File: src/rtl/can_id_filter.sv
module can_id_filter #(
  parameter int N_STD = 8,
  parameter int N_EXT = 4,
  localparam int SLW = $clog2(N_STD + 1),
  localparam int ELW = $clog2(N_EXT + 1)
) (
  input  logic             clk,
  input  logic             rst_n,
  input  logic             cfg_we,
  input  logic             cfg_ext,
  input  logic [6:0]       cfg_idx,
  input  logic [63:0]      cfg_wdata,
  input  logic             cfg_rej_remote,
  input  logic [1:0]       cfg_nomatch,
  input  logic [28:0]      cfg_xmask,
  input  logic [SLW-1:0]   cfg_std_len,
  input  logic [ELW-1:0]   cfg_ext_len,
  input  logic             in_valid,
  input  logic [28:0]      in_id,
  input  logic             in_xtd,
  input  logic             in_rtr,
  output logic             out_valid,
  output logic             out_accept,
  output logic [1:0]       out_target,
  output logic             out_prio,
  output logic [6:0]       out_fidx,
  output logic             out_nomatch
);
  localparam int NMAX = (N_STD > N_EXT) ? N_STD : N_EXT;

  logic [31:0] std_mem [N_STD];
  logic [63:0] ext_mem [N_EXT];
  logic [N_STD-1:0] s_hit;
  logic [N_EXT-1:0] e_hit;
  logic [NMAX-1:0]  c_hit;
  logic [2:0]       c_act [NMAX];
  logic [10:0]      sid;
  logic [28:0]      xid_m;

  assign sid   = in_id[10:0];
  assign xid_m = in_id & cfg_xmask;

  always_ff @(posedge clk or negedge rst_n) begin
    if (!rst_n) begin
      for (int i = 0; i < N_STD; i++) std_mem[i] <= '0;
      for (int i = 0; i < N_EXT; i++) ext_mem[i] <= '0;
    end else if (cfg_we) begin
      for (int i = 0; i < N_STD; i++)
        if (!cfg_ext && cfg_idx == 7'(i)) std_mem[i] <= cfg_wdata[31:0];
      for (int i = 0; i < N_EXT; i++)
        if (cfg_ext && cfg_idx == 7'(i)) ext_mem[i] <= cfg_wdata;
    end
  end

  for (genvar i = 0; i < N_STD; i++) begin : g_std
    logic [10:0] f1, f2;
    logic [1:0]  ft;
    logic        en;
    assign f2 = std_mem[i][10:0];
    assign f1 = std_mem[i][26:16];
    assign ft = std_mem[i][31:30];
    assign en = (std_mem[i][29:27] != 3'd0) && (SLW'(i) < cfg_std_len);
    assign s_hit[i] = en &&
      ((ft == 2'd0 && sid >= f1 && sid <= f2) ||
       (ft == 2'd1 && (sid == f1 || sid == f2)) ||
       (ft == 2'd2 && (sid & f2) == (f1 & f2)));
  end

  for (genvar i = 0; i < N_EXT; i++) begin : g_ext
    logic [28:0] f1, f2;
    logic [1:0]  ft;
    logic        en;
    assign f1 = ext_mem[i][28:0];
    assign f2 = ext_mem[i][60:32];
    assign ft = ext_mem[i][63:62];
    assign en = (ext_mem[i][31:29] != 3'd0) && (ELW'(i) < cfg_ext_len);
    assign e_hit[i] = en &&
      ((ft == 2'd0 && xid_m >= f1 && xid_m <= f2) ||
       (ft == 2'd1 && (in_id == f1 || in_id == f2)) ||
       (ft == 2'd2 && (in_id & f2) == (f1 & f2)) ||
       (ft == 2'd3 && in_id >= f1 && in_id <= f2));
  end

  for (genvar i = 0; i < NMAX; i++) begin : g_sel
    if (i < N_STD && i < N_EXT) begin : g_both
      assign c_hit[i] = in_xtd ? e_hit[i] : s_hit[i];
      assign c_act[i] = in_xtd ? ext_mem[i][31:29] : std_mem[i][29:27];
    end else if (i < N_STD) begin : g_sonly
      assign c_hit[i] = !in_xtd && s_hit[i];
      assign c_act[i] = std_mem[i][29:27];
    end else begin : g_eonly
      assign c_hit[i] = in_xtd && e_hit[i];
      assign c_act[i] = ext_mem[i][31:29];
    end
  end

  logic       r_acc, r_pri, r_nm, done;
  logic [1:0] r_tgt;
  logic [6:0] r_idx;

  always_comb begin
    done = 1'b0; r_acc = 1'b0; r_pri = 1'b0; r_nm = 1'b0;
    r_tgt = 2'd0; r_idx = 7'd0;
    for (int i = 0; i < NMAX; i++) begin
      if (!done && c_hit[i]) begin
        case (c_act[i])
          3'd4: r_pri = 1'b1;
          3'd3: begin done = 1'b1; r_idx = 7'(i); end
          default: begin
            done  = 1'b1;
            r_acc = 1'b1;
            r_idx = 7'(i);
            if (c_act[i] == 3'd5 || c_act[i] == 3'd6) r_pri = 1'b1;
            if (c_act[i] == 3'd2 || c_act[i] == 3'd6) r_tgt = 2'd1;
            else if (c_act[i] == 3'd7)                r_tgt = 2'd2;
          end
        endcase
      end
    end
    if (!done && !cfg_nomatch[1]) begin
      r_acc = 1'b1;
      r_nm  = 1'b1;
      r_tgt = {1'b0, cfg_nomatch[0]};
    end
    if (in_rtr && cfg_rej_remote) begin
      r_acc = 1'b0; r_pri = 1'b0; r_nm = 1'b0; r_tgt = 2'd0; r_idx = 7'd0;
    end
  end

  always_ff @(posedge clk or negedge rst_n) begin
    if (!rst_n) begin
      out_valid <= 1'b0; out_accept <= 1'b0; out_target <= 2'd0;
      out_prio <= 1'b0; out_fidx <= 7'd0; out_nomatch <= 1'b0;
    end else begin
      out_valid <= in_valid;
      if (in_valid) begin
        out_accept  <= r_acc;
        out_target  <= r_tgt;
        out_prio    <= r_pri;
        out_fidx    <= r_idx;
        out_nomatch <= r_nm;
      end
    end
  end

  AST_RESULT_NEXT: assert property (@(posedge clk) disable iff (!rst_n)
    in_valid |=> out_valid);
  AST_IDLE_QUIET: assert property (@(posedge clk) disable iff (!rst_n)
    !in_valid |=> !out_valid);
  AST_REMOTE_DROP: assert property (@(posedge clk) disable iff (!rst_n)
    (in_valid && in_rtr && cfg_rej_remote) |=> (!out_accept && !out_prio && !out_nomatch));
  AST_NM_ACCEPTED: assert property (@(posedge clk) disable iff (!rst_n)
    out_nomatch |-> (out_accept && out_fidx == 7'd0 && out_target != 2'd2));
  AST_TARGET_LEGAL: assert property (@(posedge clk) disable iff (!rst_n)
    out_valid |-> out_target != 2'd3);
  AST_REJECT_TARGET: assert property (@(posedge clk) disable iff (!rst_n)
    (out_valid && !out_accept) |-> out_target == 2'd0);
endmodule

File: config.mk
export PLATFORM = sky130hd
export DESIGN_NAME = can_id_filter
export DESIGN_NICKNAME = d
export VERILOG_FILES = /design/src/rtl/can_id_filter.sv
export SDC_FILE = /design/constraint.sdc
export NUM_CORES = 2
export LEC_CHECK = 0
export CAP_MARGIN = 5
export CORE_MARGIN = 10
export CORE_UTILIZATION = 45
export CTS_BUF_LIST = sky130_fd_sc_hd__clkbuf_8
export DETAILED_ROUTE_END_ITERATION = 12
export DONT_BUFFER_PORTS = 1
export HOLD_SLACK_MARGIN = 0.1
export REMOVE_ABC_BUFFERS = 1
export SETUP_SLACK_MARGIN = 0.15
export SYNTH_ARGS = -nofsm -noshare
export SYNTH_HDL_FRONTEND = slang
export SYNTH_SLANG_ARGS = --single-unit
File: constraint.sdc
create_clock -name clk -period 4.6 [get_ports clk]
set_clock_uncertainty 0.05 [all_clocks]
set_input_delay 0.23 -clock clk [delete_from_list [all_inputs] [get_ports clk]]
set_output_delay 0.23 -clock clk [all_outputs]
set_load 0.02 [all_outputs]
=== Word level (Yosys, flattened, before mapping) ===
Index checks and enable logic that the tools add are counted.

* Muxes and demuxes: 118
* Order comparisons: 44
* Equal/unequal tests: 119
* Bitwise gates (word level): 25
* Reduce and logical (&&, ||, !) cells: 217

{| class="wikitable"
|+ Operators by type and width
! kind !! count
|-
| == test 29 bit || 12
|-
| == test 11 bit || 24
|-
| bitwise AND 29 bit || 9
|-
| >= comparator 29 bit || 8
|-
| <= comparator 29 bit || 8
|-
| bitwise AND 11 bit || 16
|-
| logical AND 1 bit || 105
|-
| == test 3 bit, second input constant || 32
|-
| two-way mux 7 bit || 13
|-
| >= comparator 11 bit || 8
|-
| <= comparator 11 bit || 8
|-
| two-way mux 2 bit || 34
|-
| two-way mux 1 bit || 59
|-
| logical OR 1 bit || 56
|-
| == test 3 x 2 -> 1 bit, second input constant || 16
|-
| nonzero test 3 bit || 12
|-
| == test 2 bit, second input constant || 16
|-
| == test 7 x 3 -> 1 bit, second input constant || 4
|-
| == test 2 x 1 -> 1 bit, second input constant || 12
|-
| zero test 2 bit || 12
|-
| AND reduction 2 bit || 12
|-
| < comparator 3 x 4 -> 1 bit, first input constant || 4
|-
| one-hot mux 1 bit (2 select lines) || 8
|-
| OR reduction 2 bit || 8
|-
| 9 further kinds || 27
|}

* Register bits after elaboration: 525
* Word-level logic and storage cells: 541
* Input port bits: 146

=== Depth between registers and ports, before layout ===
* Depth in word-level cells: 40
* Gate-level depth with buffers: 16

=== Worst setup path after synthesis ===
No wires, ideal clock.

* Kind: input to register
* From: input in_id[0]
* To: register out_prio
* Arrival time: 3463 ps
* Path buffers: 0
* Stages on the path: 13
* Setup time: 126 ps
* Slack: 961 ps
* Cell sequence: inv_1 -> ha_1 -> nand4_1 -> or4_1 -> nor3_1 -> a21oi_1 -> a2111oi_0 -> nor4_1 -> a311oi_2 -> nor4b_4 -> a21boi_1 -> o41a_1 -> a221o_1

* Longest elaborated chain between the ends: 32

{| class="wikitable"
|+ RTL lines
! element !! line !! source
|-
| start: declaration || 19 || <nowiki>input logic [28:0] in_id,</nowiki>
|-
| bitwise AND 29 bit || 41 || <nowiki>assign xid_m = in_id & cfg_xmask;</nowiki>
|-
| >= comparator 29 bit || 78 || <nowiki>((ft == 2'd0 && xid_m >= f1 && xid_m <= f2) ||</nowiki>
|-
| logical AND 1 bit (2 in a row) || 78 ||
|-
| logical OR 1 bit || 78 ||
|-
| logical OR 1 bit || 79 || <nowiki>(ft == 2'd1 && (in_id == f1 || in_id == f2)) ||</nowiki>
|-
| logical OR 1 bit || 80 || <nowiki>(ft == 2'd2 && (in_id & f2) == (f1 & f2)) ||</nowiki>
|-
| logical AND 1 bit || 77 || <nowiki>assign e_hit[i] = en &&</nowiki>
|-
| two-way mux 1 bit || 86 || <nowiki>assign c_hit[i] = in_xtd ? e_hit[i] : s_hit[i];</nowiki>
|-
| (+15 left out) || -- ||
|-
| two-way mux 1 bit || 105 || <nowiki>if (!done && c_hit[i]) begin</nowiki>
|-
| two-way mux 1 bit / zero test 1 bit (equally long branches) || 113, 105 ||
|-
| one-hot mux 1 bit (2 select lines) / logical AND 1 bit (equally long branches) || 106, 105 ||
|-
| two-way mux 1 bit || 105 ||
|-
| two-way mux 1 bit / zero test 1 bit (equally long branches) || 113, 105 ||
|-
| one-hot mux 1 bit (2 select lines) / logical AND 1 bit (equally long branches) || 106, 105 ||
|-
| two-way mux 1 bit * || 105 ||
|-
| two-way mux 1 bit * || 125 || <nowiki>if (in_rtr && cfg_rej_remote) begin</nowiki>
|-
| end signal: assignment || 139 || <nowiki>out_prio <= r_pri;</nowiki>
|-
| end: declaration || 25 || <nowiki>output logic out_prio,</nowiki>
|}

Mark *: on every way between the ends. The rest lies on a longest branch, timed or not.
A chain may end at the register's enable or synchronous reset.

=== Worst setup path after layout ===
* From: register ext_mem[218] in the netlist's numbering
* To: register out_target[1]

* Longest elaborated chain between the ends: 39

{| class="wikitable"
|+ RTL lines
! element !! line !! source
|-
| start: declaration || 32 || <nowiki>logic [63:0] ext_mem [N_EXT];</nowiki>
|-
| start signal: indexed assignment || 51 || <nowiki>if (cfg_ext && cfg_idx == 7'(i)) ext_mem[i] <= cfg_wdata;</nowiki>
|-
| >= comparator 29 bit / == test 29 bit (equally long branches) || 78, 79 ||
|-
| logical AND 1 bit / logical OR 1 bit (equally long branches) || 78, 79 ||
|-
| logical AND 1 bit, on equally long branches || 78, 79 ||
|-
| logical OR 1 bit || 78 ||
|-
| logical OR 1 bit || 79 ||
|-
| logical OR 1 bit * || 80 ||
|-
| logical AND 1 bit * || 77 ||
|-
| two-way mux 1 bit * || 86 ||
|-
| (+23 left out) || -- ||
|-
| two-way mux 2 bit || 106 || <nowiki>case (c_act[i])</nowiki>
|-
| two-way mux 2 bit || 105 ||
|-
| two-way mux 2 bit || 115 || <nowiki>else if (c_act[i] == 3'd7) r_tgt = 2'd2;</nowiki>
|-
| two-way mux 2 bit || 114 || <nowiki>if (c_act[i] == 3'd2 || c_act[i] == 3'd6) r_tgt = 2'd1;</nowiki>
|-
| two-way mux 2 bit || 106 ||
|-
| two-way mux 2 bit || 105 ||
|-
| two-way mux 2 bit * || 120 || <nowiki>if (!done && !cfg_nomatch[1]) begin</nowiki>
|-
| two-way mux 2 bit * || 125 ||
|-
| end signal: assignment || 138 || <nowiki>out_target <= r_tgt;</nowiki>
|-
| end: declaration || 24 || <nowiki>output logic [1:0] out_target,</nowiki>
|}

Marks and branches as above.

==> impl_metrics.toml <==
[critical_path]
startpoint = "ext_mem[218]"
r2r_slack_ns = 0.22
r2r-end = "out_target[1]"
cp.required_ns = 5.19
crit_path_end = "out_target[1]"
crit_path_end_kind = "register"
path_max_fanout = 3
arrival_ns = 4.97
reg2reg_from = "ext_mem[218]"
criticalPathCategory = "register to register"
cp-start-kind = "register"
ff2ff_path_depth = 16

[route]
viasPerCell = 5.83
drtIter0Drc = 3290
drcViolationCount = 0
routedWlPerCell_um = 25.7
via_count = 34900
drtPass1Iterations = 6
finalWirelength_um = 154000
antenna_left = 0

[outcome]
status = "finished, violations left"
violations = "negative hold slack, max-slew violations"

[global_routing]
grt_use_total = 0.296
use_met2 = 0.472
first_global_vias = 33700
grt_pass1_wl_um = 226000
grt.busiest_layer = "met2"
met3_usage = 0.0490
grt_max_degree = 478
antenna_found_initial = 17
use_met1 = 0.391
gr-total-overflow = 0

[logic_synthesis]
synthFlopType = "dfrtp_1"
synth_edf_count = 0
synth_top_cell_by_area = "dfrtp_1"
synth_cells = 4501
synth_area_um2 = 39900
ys_types = 94
synth_common_cells = "ha_1 (825), nand2_1 (674), dfrtp_1 (477)"
synth_warnings = 0
yosysSeqAreaShare = 0.299
yosysMostFrequentCell = "ha_1"
avgSynthCellArea_um2 = 8.86
synth_top_area_share = 0.299
yosys-top-cells-area = "dfrtp_1 (30%), ha_1 (26%), nand2_1 (6.3%)"
async_flop_share = 1.00
ys_ff_latch = 477

[sta]
worst_slew_pin_slew_ns = 1.59
finalHoldViolations = 477
fin_crit_ns = 4.38
worst_slack_ns = 0.219
drv_slew = 84
rsz0062_at_grt = "yes"
setup_tns_ns = 0
finalSetupViolCount = 0
fin_hold_ws_ns = -0.892
fmax_mhz = 228
slew_headroom = -0.0605
finalCritPeriodShare = 0.952

[place]
dp_hpwl_um = 112000
routabilityCongestion = 1.02
dpl_cell_area_um2 = 41900
port-buffer-count = 0
pre_cts_ws_ns = 0.185

[layout]
drive_gt1_frac = 0.0933
area_growth_pct = 13.9
final_area_um2 = 45400
fin_nets = 5702

[job]
maxCapViolations = 0

[cts]
clockRootBuffer = "clkbuf_8"
clk_pin_slew_ns = 0.06
h-tree-depth = 3
hold_buffers = 130
clkSinkCount = 477
insertion_delay_ns = 0.79
cts_buffer_depth = 3
cts_inserted_buffers = 95
cts_tree = "yes"

[power]
clkPwrFrac = 0.383
power_uw = 12600
p_leak_uw = 0.0234
pwr-share-seq = 0.377
power.density_nw_per_um2 = 278
internal_power_uw = 8330
irDropWorstVdd_mv = 0.268
power.share.combinational = 0.240
switchingPower_uw = 4320
swShare = 0.341

[floorplan]
io_pins = 159
die_w_um = 318
die_y_um = 318
coreArea_um2 = 88100
start_util = 0.452
rows = 109
dieArea_um2 = 101000

[hold_path]
hold_class = "input port to async pin"
-- cell type report --
cell class / instances / area [um^2]
Antenna cell: 10 / 25.0
Clock buffer: 118 / 1620
Clock inverter: 51 / 420
Fill cell: 8361 / 42700
Inverter: 424 / 1600
Multi-Input combinational cell: 3479 / 25900
Sequential cell: 477 / 11900
Tap cell: 1165 / 1460
Timing Repair Buffer: 254 / 2430
-- power by group through the flow --
stage                     clock, uW  sequential, uW  combinational (uW)
after floorplan                   0            4760                1810
after global placement            0            4820                2660
after detailed placement          0            4830                2700
after CTS                      4930            4760                2970
after global routing           5080            4800                3330
final                          4840            4760                3030
-- worst max-delay path, cell delays in order (launching register included) --
cell,delay (ns)
dfrtp_1,0.38
inv_1,0.11
ha_1,0.26
nand4_1,0.31
nor4_1,0.12
buf_4,0.18
nand3_1,0.14
buf_4,0.18
nand3b_1,0.21
a2111o_1,0.40
o311a_1,0.24
o311ai_4,0.35
or3b_2,0.52
buf_4,0.16
o22a_1,0.15
a222oi_1,0.35
o31ai_1,0.13
-- metrics by stage --
step           instances   util
2_1_floorplan       4380      -
3_3_place_gp        5668  0.475
3_5_place_dp        5668  0.475
4_1_cts             5967  0.515
5_1_grt             5974  0.515
6_report            5978  0.516
-- per-layer routing --
metal,up-vias,wire length [um]
met3,318,10400
met2,1198,68900
li1,16400,-
met1,17000,66600
met5,-,40
met4,6,7750
-- cells by family (layout without fill, tap and decap cells) --
logic type	Yosys count	in the layout	share of synthesized area
fa+ha+maj	832	832	0.261
mux	125	125	0.0352
simple gates	1335	1335	0.158
buf+inv	548	847	0.0523
other cells	1	14	0.0000941
compound gates	995	995	0.153
xor+xnor	188	188	0.0413
flops	477	477	0.299
-- registers in the layout (all words and copies together) (netlist names) --
signal,count
out_target,2
std_mem,12
ext_mem,252
g_std.f1,88
g_std.f2,88
out_prio,1
out_valid,1
c_act,12
out_accept,1
g_std.ft,16
out_nomatch,1
out_fidx,3
-- how the worst min path moves through the flow --
stage                           endpoint  slack (ns)  cells past startpoint
after floorplan                 c_act[0]       -0.12                      0
after global placement    g_std[6].f2[9]       -0.08                      0
after detailed placement  g_std[6].f2[9]       -0.08                      0
after CTS                 g_std[4].f1[3]       -0.93                      0
after global routing      g_std[6].f2[9]       -0.94                      0
final                     g_std[6].f2[9]       -0.89                      0
-- cell usage in the layout (no fill, tap or decap), types with 118 or more instances in the layout --
| master | synthesis | routed |
|---|---|---|
| dfrtp_1 | 477 | 477 |
| nand4_1 | 146 | 146 |
| a21oi_1 | 194 | 193 |
| clkbuf_8 | 0 | 118 |
| nand2_1 | 674 | 674 |
| inv_1 | 419 | 443 |
| mux2_2 | 122 | 122 |
| ha_1 | 825 | 825 |
| buf_4 | 4 | 120 |
| o21ai_0 | 464 | 464 |
| xor2_1 | 128 | 128 |
-- what timing repair did --
| item | 4_1_cts | 5_1_grt |
|---|---|---|
| setup endpoints to repair | 0 | 4 |
| hold endpoints to repair | 954 | 477 |
| gates resized for setup | 0 | 3 |
| setup buffers | 0 | 1 |
Note: power is estimated with default switching activity, not from simulation.
